[config.mk]
export PLATFORM = sky130hd
export DESIGN_NAME = mdio_master
export DESIGN_NICKNAME = d
export VERILOG_FILES = /design/src/rtl/mdio_pkg.sv /design/src/rtl/mdio_clkgen.sv /design/src/rtl/mdio_frame.sv /design/src/rtl/mdio_master.sv
export SDC_FILE = /design/constraint.sdc
export NUM_CORES = 1
export LEC_CHECK = 0
export ABC_CLOCK_PERIOD_IN_PS = 4500
export BUFFER_PORTS_ARGS = -buffer_cell sky130_fd_sc_hd__buf_2
export CAP_MARGIN = 15
export CORE_MARGIN = 1.5
export CORE_UTILIZATION = 45
export DETAILED_ROUTE_END_ITERATION = 10
export GPL_ROUTABILITY_DRIVEN = 0
export PLACE_DENSITY = 0.74
export SYNTH_ARGS = -nofsm -noshare
export SYNTH_HDL_FRONTEND = slang
export SYNTH_SLANG_ARGS = --single-unit
[constraint.sdc]
create_clock -name clk_i -period 4.5 [get_ports clk_i]
set_input_delay 0.225 -clock clk_i [delete_from_list [all_inputs] [get_ports clk_i]]
set_output_delay 0.225 -clock clk_i [all_outputs]
set_load 0.02 [all_outputs]
[src/rtl/mdio_pkg.sv]
package mdio_pkg;
  typedef enum logic [2:0] {
    SEL_DIV   = 3'd0,
    SEL_CMD   = 3'd1,
    SEL_ADDR  = 3'd2,
    SEL_WDATA = 3'd3,
    SEL_RDATA = 3'd4,
    SEL_STAT  = 3'd5
  } reg_sel_e;

  localparam int CMD_READ  = 0;
  localparam int CMD_SCAN  = 1;
  localparam int STAT_BUSY = 0;
  localparam int STAT_SCAN = 1;
  localparam int STAT_NV   = 2;
  localparam int PHY_LSB   = 8;
  localparam int REG_LSB   = 0;
  localparam int DIV_RST   = 40;
endpackage

[src/rtl/mdio_clkgen.sv]
module mdio_clkgen #(
  parameter int DIV_W = 8
) (
  input  logic             clk_i,
  input  logic             rst_ni,
  input  logic             run_i,
  input  logic [DIV_W-1:0] div_i,
  output logic             mdc_o,
  output logic             rise_o,
  output logic             fall_o
);
  logic [DIV_W-1:0] cnt_q, half;
  logic             mdc_q, tick;

  assign half = (div_i == '0) ? DIV_W'(1) : div_i;
  assign tick = run_i && (cnt_q == half - DIV_W'(1));

  always_ff @(posedge clk_i or negedge rst_ni) begin
    if (!rst_ni) begin
      cnt_q <= '0;
      mdc_q <= 1'b0;
    end else if (!run_i) begin
      cnt_q <= '0;
      mdc_q <= 1'b0;
    end else if (tick) begin
      cnt_q <= '0;
      mdc_q <= ~mdc_q;
    end else begin
      cnt_q <= cnt_q + DIV_W'(1);
    end
  end

  assign mdc_o  = mdc_q;
  assign rise_o = tick && !mdc_q;
  assign fall_o = tick && mdc_q;
endmodule

[src/rtl/mdio_frame.sv]
module mdio_frame #(
  parameter int PRE_BITS = 32,
  parameter int ADR_W    = 5,
  parameter int DATA_W   = 16
) (
  input  logic              clk_i,
  input  logic              rst_ni,
  input  logic              start_i,
  input  logic              read_i,
  input  logic [ADR_W-1:0]  phy_i,
  input  logic [ADR_W-1:0]  reg_i,
  input  logic [DATA_W-1:0] wdata_i,
  input  logic              rise_i,
  input  logic              fall_i,
  input  logic              mdi_i,
  output logic              busy_o,
  output logic              mdo_o,
  output logic              oe_o,
  output logic              done_o,
  output logic [DATA_W-1:0] rdata_o
);
  localparam int HDR_BITS   = PRE_BITS + 4 + 2 * ADR_W;
  localparam int FRAME_BITS = HDR_BITS + 2 + DATA_W;
  localparam int IDX_W      = $clog2(FRAME_BITS);

  logic [FRAME_BITS-1:0] sr_q, frame_word;
  logic [IDX_W-1:0]      idx_q;
  logic [DATA_W-1:0]     cap_q;
  logic                  busy_q, rd_q, done_q, last;

  assign frame_word = {{PRE_BITS{1'b1}}, 2'b01,
                       read_i ? 2'b10 : 2'b01, phy_i, reg_i,
                       read_i ? 2'b11 : 2'b10,
                       read_i ? {DATA_W{1'b1}} : wdata_i};
  assign last = (idx_q == IDX_W'(FRAME_BITS - 1));

  always_ff @(posedge clk_i or negedge rst_ni) begin
    if (!rst_ni) begin
      sr_q   <= '0;
      idx_q  <= '0;
      cap_q  <= '0;
      busy_q <= 1'b0;
      rd_q   <= 1'b0;
      done_q <= 1'b0;
    end else begin
      done_q <= 1'b0;
      if (start_i && !busy_q) begin
        sr_q   <= frame_word;
        idx_q  <= '0;
        busy_q <= 1'b1;
        rd_q   <= read_i;
      end else if (busy_q) begin
        // capture on rising clock edge of the data bit times
        if (rise_i && rd_q && idx_q >= IDX_W'(FRAME_BITS - DATA_W)) begin
          cap_q  <= {cap_q[DATA_W-2:0], mdi_i};
          done_q <= last;
        end
        if (fall_i) begin
          if (last) busy_q <= 1'b0;
          else begin
            idx_q <= idx_q + IDX_W'(1);
            sr_q  <= sr_q << 1;
          end
        end
      end
    end
  end

  assign busy_o  = busy_q;
  assign mdo_o   = busy_q && sr_q[FRAME_BITS-1];
  assign oe_o    = busy_q && (!rd_q || idx_q < IDX_W'(HDR_BITS));
  assign done_o  = done_q;
  assign rdata_o = cap_q;
endmodule

[src/rtl/mdio_master.sv]
module mdio_master
  import mdio_pkg::*;
#(
  parameter int DIV_W  = 8,
  parameter int ADR_W  = 5,
  parameter int DATA_W = 16,
  parameter int REG_W  = 32
) (
  input  logic             clk_i,
  input  logic             rst_ni,
  input  logic             reg_we_i,
  input  logic [2:0]       reg_sel_i,
  input  logic [REG_W-1:0] reg_wdata_i,
  output logic [REG_W-1:0] reg_rdata_o,
  output logic             mdc_o,
  output logic             mdio_o,
  output logic             mdio_oe_o,
  input  logic             mdio_i
);
  logic [DIV_W-1:0]  div_q;
  logic [ADR_W-1:0]  phy_q, regad_q;
  logic [DATA_W-1:0] wdata_q, rdata_q, cap;
  logic              scan_q, nv_q;
  logic              busy, rise, fall, done;
  logic              start_wr, rd_cmd, start_rd;
  logic              unused_hi;

  assign unused_hi = ^reg_wdata_i[REG_W-1:DATA_W];

  assign start_wr = reg_we_i && (reg_sel_i == SEL_WDATA) && !busy;
  assign rd_cmd   = reg_we_i && (reg_sel_i == SEL_CMD) && reg_wdata_i[CMD_READ];
  // host write wins over a pending scan restart
  assign start_rd = !busy && !start_wr && (rd_cmd || scan_q);

  always_ff @(posedge clk_i or negedge rst_ni) begin
    if (!rst_ni) begin
      div_q   <= DIV_W'(DIV_RST);
      phy_q   <= '0;
      regad_q <= '0;
      wdata_q <= '0;
      rdata_q <= '0;
      scan_q  <= 1'b0;
      nv_q    <= 1'b0;
    end else begin
      if (reg_we_i && reg_sel_i == SEL_DIV) div_q <= reg_wdata_i[DIV_W-1:0];
      if (reg_we_i && reg_sel_i == SEL_CMD) scan_q <= reg_wdata_i[CMD_SCAN];
      if (reg_we_i && reg_sel_i == SEL_ADDR && !busy) begin
        phy_q   <= reg_wdata_i[PHY_LSB +: ADR_W];
        regad_q <= reg_wdata_i[REG_LSB +: ADR_W];
      end
      if (start_wr) wdata_q <= reg_wdata_i[DATA_W-1:0];
      if (done) rdata_q <= cap;
      if (start_rd) nv_q <= 1'b1;
      else if (done) nv_q <= 1'b0;
    end
  end

  always_comb begin
    reg_rdata_o = '0;
    case (reg_sel_i)
      SEL_DIV:   reg_rdata_o = REG_W'(div_q);
      SEL_CMD:   reg_rdata_o = REG_W'({scan_q, 1'b0});
      SEL_ADDR:  reg_rdata_o = REG_W'({phy_q, 3'b000, regad_q});
      SEL_WDATA: reg_rdata_o = REG_W'(wdata_q);
      SEL_RDATA: reg_rdata_o = REG_W'(rdata_q);
      SEL_STAT:  reg_rdata_o = REG_W'({nv_q, scan_q, busy});
      default:   reg_rdata_o = '0;
    endcase
  end

  mdio_clkgen #(.DIV_W(DIV_W)) u_clk (
    .clk_i  (clk_i),
    .rst_ni (rst_ni),
    .run_i  (busy),
    .div_i  (div_q),
    .mdc_o  (mdc_o),
    .rise_o (rise),
    .fall_o (fall)
  );

  mdio_frame #(.ADR_W(ADR_W), .DATA_W(DATA_W)) u_frame (
    .clk_i   (clk_i),
    .rst_ni  (rst_ni),
    .start_i (start_wr || start_rd),
    .read_i  (start_rd),
    .phy_i   (phy_q),
    .reg_i   (regad_q),
    .wdata_i (reg_wdata_i[DATA_W-1:0]),
    .rise_i  (rise),
    .fall_i  (fall),
    .mdi_i   (mdio_i),
    .busy_o  (busy),
    .mdo_o   (mdio_o),
    .oe_o    (mdio_oe_o),
    .done_o  (done),
    .rdata_o (cap)
  );
endmodule

---- Word-level counts from Yosys, hierarchy flattened ----
Index checks and enable logic that the tools add are counted.
cells by class
  add/subtract/negate cells ............... 3
  magnitude comparators ................... 2
  equal/unequal tests ..................... 9
  mux-type cells .......................... 26
  bitwise logic cells ..................... 2
  reduce and logical (&&, ||, !) cells .... 31
operators with widths
  operator             count
  $mux 64              4
  $pmux 16 s6          1
  $mux 6               4
  $mux 8               3
  $logic_and 1x1->1    17
  $mux 16              1
  $mux 1               12
  $add 8x1->8 const B  1
  $eq 8x8->1           1
  $logic_not 8->1      1
  $sub 8x1->8 const B  1
  $add 6x1->6 const B  1
  $eq 3x2->1 const B   2
  $eq 3x3->1 const B   2
  $eq 6x6->1 const B   1
  $ge 6x6->1 const B   1
  $lt 6x6->1 const B   1
  $reduce_and 3->1     2
  $reduce_bool 2->1    3
  $logic_not 1->1      4
  $ne 2x2->1 const B   2
  $eq 3x1->1 const B   1
  $logic_not 3->1      1
  $logic_or 1x1->1     3
  2 further kinds      3
word-level totals
  register bits after elaboration ......... 150
  bits of input ports ..................... 39
  output and inout bits ................... 35
  word-level logic and storage cells ...... 88

---- Depth between registers and ports, before layout ----
  depth after elaboration ................. 11
  mapped depth ............................ 12
  depth with buffers taken out ............ 9

---- Hierarchy ----
Synthesis repeated with hierarchy kept, for this count alone.
unflattened totals
  cells, all modules ...................... 644
  area total of the unflattened synthesis .. 7019.2 um^2
by module, submodules not included
  module       instances  cells each  area each (um^2)  seq. area each (um^2)
  mdio_frame   1          378         3784.9            2227.1
  mdio_master  1          195         2547.4            1303.8
  mdio_clkgen  1          71          686.9             225.2

---- Least setup slack after synthesis ----
Ideal clock, no wire load.
  path kind ............................... flip-flop to flip-flop
  start ................................... reg div_q[3]
  end ..................................... reg u_frame.cap_q[10] (netlist: u_frame.rdata_o[10])
  setup time .............................. 125 ps
  arrival time ............................ 3215 ps
  data required time ...................... 4375 ps
  path slack .............................. 1160 ps
  stages on the path, launching flop included .. 12
  path buffers ............................ 2
  period minus slack after synthesis ...... 3340 ps
  path through ............................ dfstp_2 -> nor3_4 -> a31oi_1 -> ha_1 -> nor3b_1 -> xnor2_1 -> a2111oi_4 -> nand4_4 -> or4_1 -> buf_6 -> buf_6 -> mux2_4
between the ends
  cells in the longest elaborated chain, start to end .. 9
RTL lines
  element                              line               text
  start: declaration                   mdio_master.sv:20  logic [DIV_W-1:0] div_q;
  start signal: assignment             mdio_master.sv:37  div_q <= DIV_W'(DIV_RST);
  start signal: assignment             mdio_master.sv:45  if (reg_we_i && reg_sel_i == SEL_DIV) div_q <= reg_wdata_i[DIV_W-1:0];
  $logic_not 8->1                      mdio_clkgen.sv:15  assign half = (div_i == '0) ? DIV_W'(1) : div_i;
  $mux 8 *                             mdio_clkgen.sv:15
  $sub 8x1->8 *                        mdio_clkgen.sv:16  assign tick = run_i && (cnt_q == half - DIV_W'(1));
  $eq 8x8->1 *                         mdio_clkgen.sv:16
  $logic_and 1x1->1 *                  mdio_clkgen.sv:16
  $logic_and 1x1->1 *                  mdio_clkgen.sv:34  assign rise_o = tick && !mdc_q;
  $logic_and 1x1->1 * (2 in a row)     mdio_frame.sv:54   if (rise_i && rd_q && idx_q >= IDX_W'(FRAME_BITS - DATA_W)) begin
  $reduce_and 3->1 (no source line) *  -
  end signal: assignment               mdio_frame.sv:55   cap_q <= {cap_q[DATA_W-2:0], mdi_i};
  end: declaration                     mdio_frame.sv:28   logic [DATA_W-1:0] cap_q;
Mark *: on every way between the ends. The rest lies on a longest branch, timed or not.
A chain may end at the register's enable or synchronous reset.

---- Worst setup path after layout ----
  start ................................... reg div_q[3]
  end ..................................... reg u_frame.cap_q[2] (netlist: u_frame.rdata_o[2])
The elaborated chain is that of the path after synthesis.

==> flow_metrics.py <==
metrics = {
    "outcome": {
        "status": "finished with violations",
        "violations": "negative hold slack",
    },
    "drt": {
        "viasPerCell": 5.67,
        "ant_nets": 0,
        "drt_iter0_drc": 479,
        "drc_errors": 0,
        "vias": 5387,
        "first_pass_iters": 5,
        "wl_per_cell_um": 16.9,
        "routed_wl_mm": 16.0,
    },
    "sta": {
        "max_clock_freq_mhz": 252,
        "fin_crit_ns": 3.97,
        "hold-worst-slack_ns": -0.0511,
        "rsz0062_at_grt": "false",
        "worst_pin_slew_ns": 1.04,
        "fin_ws_ns": 0.528,
        "fin_crit_sh_pct": 88.3,
        "tns_ns": 0,
        "finalHoldViolCount": 47,
        "relSlewSlack_pct": 30.6,
        "drv_slew": 0,
        "fin_worst_skew_ns": 0.0118,
        "finalSetupViolCount": 0,
    },
    "worst_setup_path": {
        "slowest_delay_ns": 1.00,
        "startpoint_type": "flop",
        "crit_chain": "nor3_4 -> a31oi_1 -> ha_1 -> nor3b_1 -> xnor2_1 -> a2111oi_4 -> nand4_4 -> or4_1 -> mux2_1",
        "worst_ep_arrival_time_ns": 4.27,
        "path_class": "flop to flop",
        "r2r-start": "div_q[3]",
        "r2r_end": "u_frame.rdata_o[2]",
        "crit_slowest_cell": "or4_1",
        "crit_fanout": 17,
        "reg2reg_depth": 9,
        "cp-end-kind": "flop",
        "required_ns": 4.80,
        "rrSetupSlack_ns": 0.53,
    },
    "cts": {
        "cts-root-buf": "clkbuf_16",
        "cts_htree_levels": 4,
        "cts_resized": 0,
        "clk_latency_ns": 0.43,
        "clkTransAtPathRegs_ns": 0.06,
        "numCtsBuffers": 17,
        "postCtsHoldBufs": 0,
        "post-cts-setup-buffer-count": 0,
        "cts_tree": "built",
        "cts_buffer_depth": 2,
        "cts.sinks": 150,
    },
    "cells_and_area": {
        "fillers": 1373,
        "finalNonFillerCells": 950,
        "syn2layout_area_growth_pct": 12.4,
        "finalInstanceArea_sq_um": 8050,
        "drive_above_1_share_pct": 18.5,
        "num_antenna_cells": 0,
        "regArea_sq_um": 3760,
        "multiInputGateArea_sq_um": 3110,
        "layout.nets": 768,
    },
    "place": {
        "dpl_worst_slack_ns": 0.615,
        "post-dp-hpwl_mm": 9.76,
        "dp.cells": 918,
        "portBuffers": 41,
        "place_area_sq_um": 7410,
    },
    "logic_synthesis": {
        "yosys_register_bits": 150,
        "synth_top_area_cell": "dfrtp_1",
        "ys_types": 55,
        "syn_inst": 715,
        "syn_area_sq_um": 7160,
        "async_reset_ff_share_pct": 100,
        "synth_top_area_share_pct": 51.7,
        "synth_ff_type": "dfrtp_1",
        "synthTopCellsByArea": "dfrtp_1, nand3_1, mux2_2",
        "yosysWarnings": 0,
        "synth-edff-count": 0,
        "ys_seq_area_share_pct": 52.5,
        "synth.avg_cell_area_sq_um": 10.0,
    },
    "die": {
        "rows": 45,
        "fp.dieH_um": 129,
        "die-area_sq_um": 16700,
        "die_w_um": 129,
        "core_sq_um": 15400,
        "start_util_pct": 46.6,
        "io_pins": 74,
    },
    "hold_path": {
        "hp-class": "input port to async pin",
    },
    "global_routing": {
        "grt_pass1_wl_mm": 26.6,
        "antenna_found_initial": 0,
        "grt_pass1_vias": 5162,
        "grt_max_degree": 116,
        "grt_use_total_pct": 20.3,
        "grt.overflow.total": 0,
    },
    "power": {
        "p_per_area_nw_per_um2": 539,
        "vdd_ir_drop_max_v": 0.000280,
        "leakagePower_nw": 3.49,
    },
    "run": {
        "maxCapViolations": 0,
    },
}
[worst max path at each step]
stage          startpoint             endpoint
2_1_floorplan    div_q[3]  u_frame.rdata_o[10]
3_3_place_gp     div_q[3]   u_frame.rdata_o[1]
3_5_place_dp     div_q[3]   u_frame.rdata_o[2]
4_1_cts          div_q[3]   u_frame.rdata_o[2]
5_1_grt          div_q[3]   u_frame.rdata_o[2]
6_report         div_q[3]   u_frame.rdata_o[2]
[synthesized netlist by cell type (4+ instances only)]
| cell | instances |
|---|---|
| xor2_1 | 8 |
| a21oi_1 | 10 |
| mux2_1 | 4 |
| and3_1 | 8 |
| xnor2_1 | 10 |
| nand3_1 | 106 |
| clkbuf_1 | 47 |
| mux2i_1 | 9 |
| nand2_1 | 73 |
| or4_1 | 4 |
| a22oi_1 | 9 |
| buf_4 | 16 |
| mux2_4 | 9 |
| o21ai_0 | 75 |
| a31oi_1 | 27 |
| and2_1 | 7 |
| dfrtp_1 | 148 |
| inv_1 | 4 |
| nor2_1 | 41 |
| buf_1 | 7 |
| mux2_2 | 36 |
| nor2b_1 | 5 |
[registers in the layout, summed over array words and instances (netlist names)]
register and count:
u_clk.mdc_o 1, u_frame.sr_q 64, u_frame.busy_o 1, u_clk.cnt_q 8
div_q 8, scan_q 1, u_frame.idx_q 6, rdata_q 16
nv_q 1, regad_q 5, u_frame.rd_q 1, phy_q 5
u_frame.rdata_o 16, u_frame.done_o 1, wdata_q 16
[kinds of logic after synthesis]
logic type                 Yosys count  share of synthesized area, %
xor gates and xnor gates            18                          2.20
buffers and inverters               76                          5.03
and+or+nand+nor                    263                          17.9
other                                1                        0.0524
DFF                                150                          52.5
adders and majority gates            3                         0.524
AOI/OAI and AO/OA                  146                          12.4
muxes                               58                          9.44
[critical path, delay by kind of cell (launching register included)]
kind / cells / cell delay, ns
multiplexers: 1 / 0.49
flip-flops: 1 / 0.61
AND/OR/NAND/NOR: 4 / 1.51
adder cells (fa/ha/maj): 1 / 0.30
AO/OA/AOI/OAI: 2 / 0.78
XOR/XNOR: 1 / 0.14
[cell type report]
cell class	count	share of cell area [%]
Clock buffer	21	5.72
Clock inverter	11	2.13
Inverter	4	0.187
Multi-Input combinational cell	504	38.6
Sequential cell	150	46.7
Tap cell	211	3.28
Timing Repair Buffer	49	3.37
[metrics by stage]
stage               hold slack (ns)  total power [mW]  util [%]
floorplan                   -0.0706              2.58         -
global placement              0.441              2.79      48.2
detailed placement            0.449              2.82      48.2
CTS                         0.00409              4.36      52.3
global route                 0.0137              4.58      52.3
finish                      -0.0511              4.33      52.3
[metal layers]
metal / track usage (%) / vias up / part of all wire, %
li1: - / 2519 / -
met1: 28.6 / 2699 / 48
met2: 30.9 / 148 / 46
met3: 5.04 / 21 / 5.1
met4: 6.54 / 0 / 1.5
met5: 0 / - / 0
[cell usage in the layout (no fill, tap or decap), types with 8 or more instances in the layout]
| master | netlist | routed |
|---|---|---|
| buf_2 | 0 | 40 |
| a21oi_1 | 10 | 10 |
| nand2_1 | 73 | 73 |
| xnor2_1 | 10 | 10 |
| clkbuf_16 | 0 | 17 |
| mux2i_1 | 9 | 9 |
| xor2_1 | 8 | 8 |
| o21ai_0 | 75 | 75 |
| mux2_4 | 9 | 9 |
| buf_4 | 16 | 8 |
| mux2_2 | 36 | 36 |
| a22oi_1 | 9 | 9 |
| a31oi_1 | 27 | 27 |
| dfrtp_1 | 148 | 148 |
| conb_1 | 1 | 16 |
| nor2_1 | 41 | 41 |
| nand3_1 | 106 | 105 |
[power breakdown]
part           internal [mW]  leakage [nW]  switching, mW
clock network          0.960         0.304          0.565
registers               1.64          1.76          0.222
logic                  0.357          1.43          0.588
total                   2.96          3.49           1.37
Power figures use the tool's default switching activity.
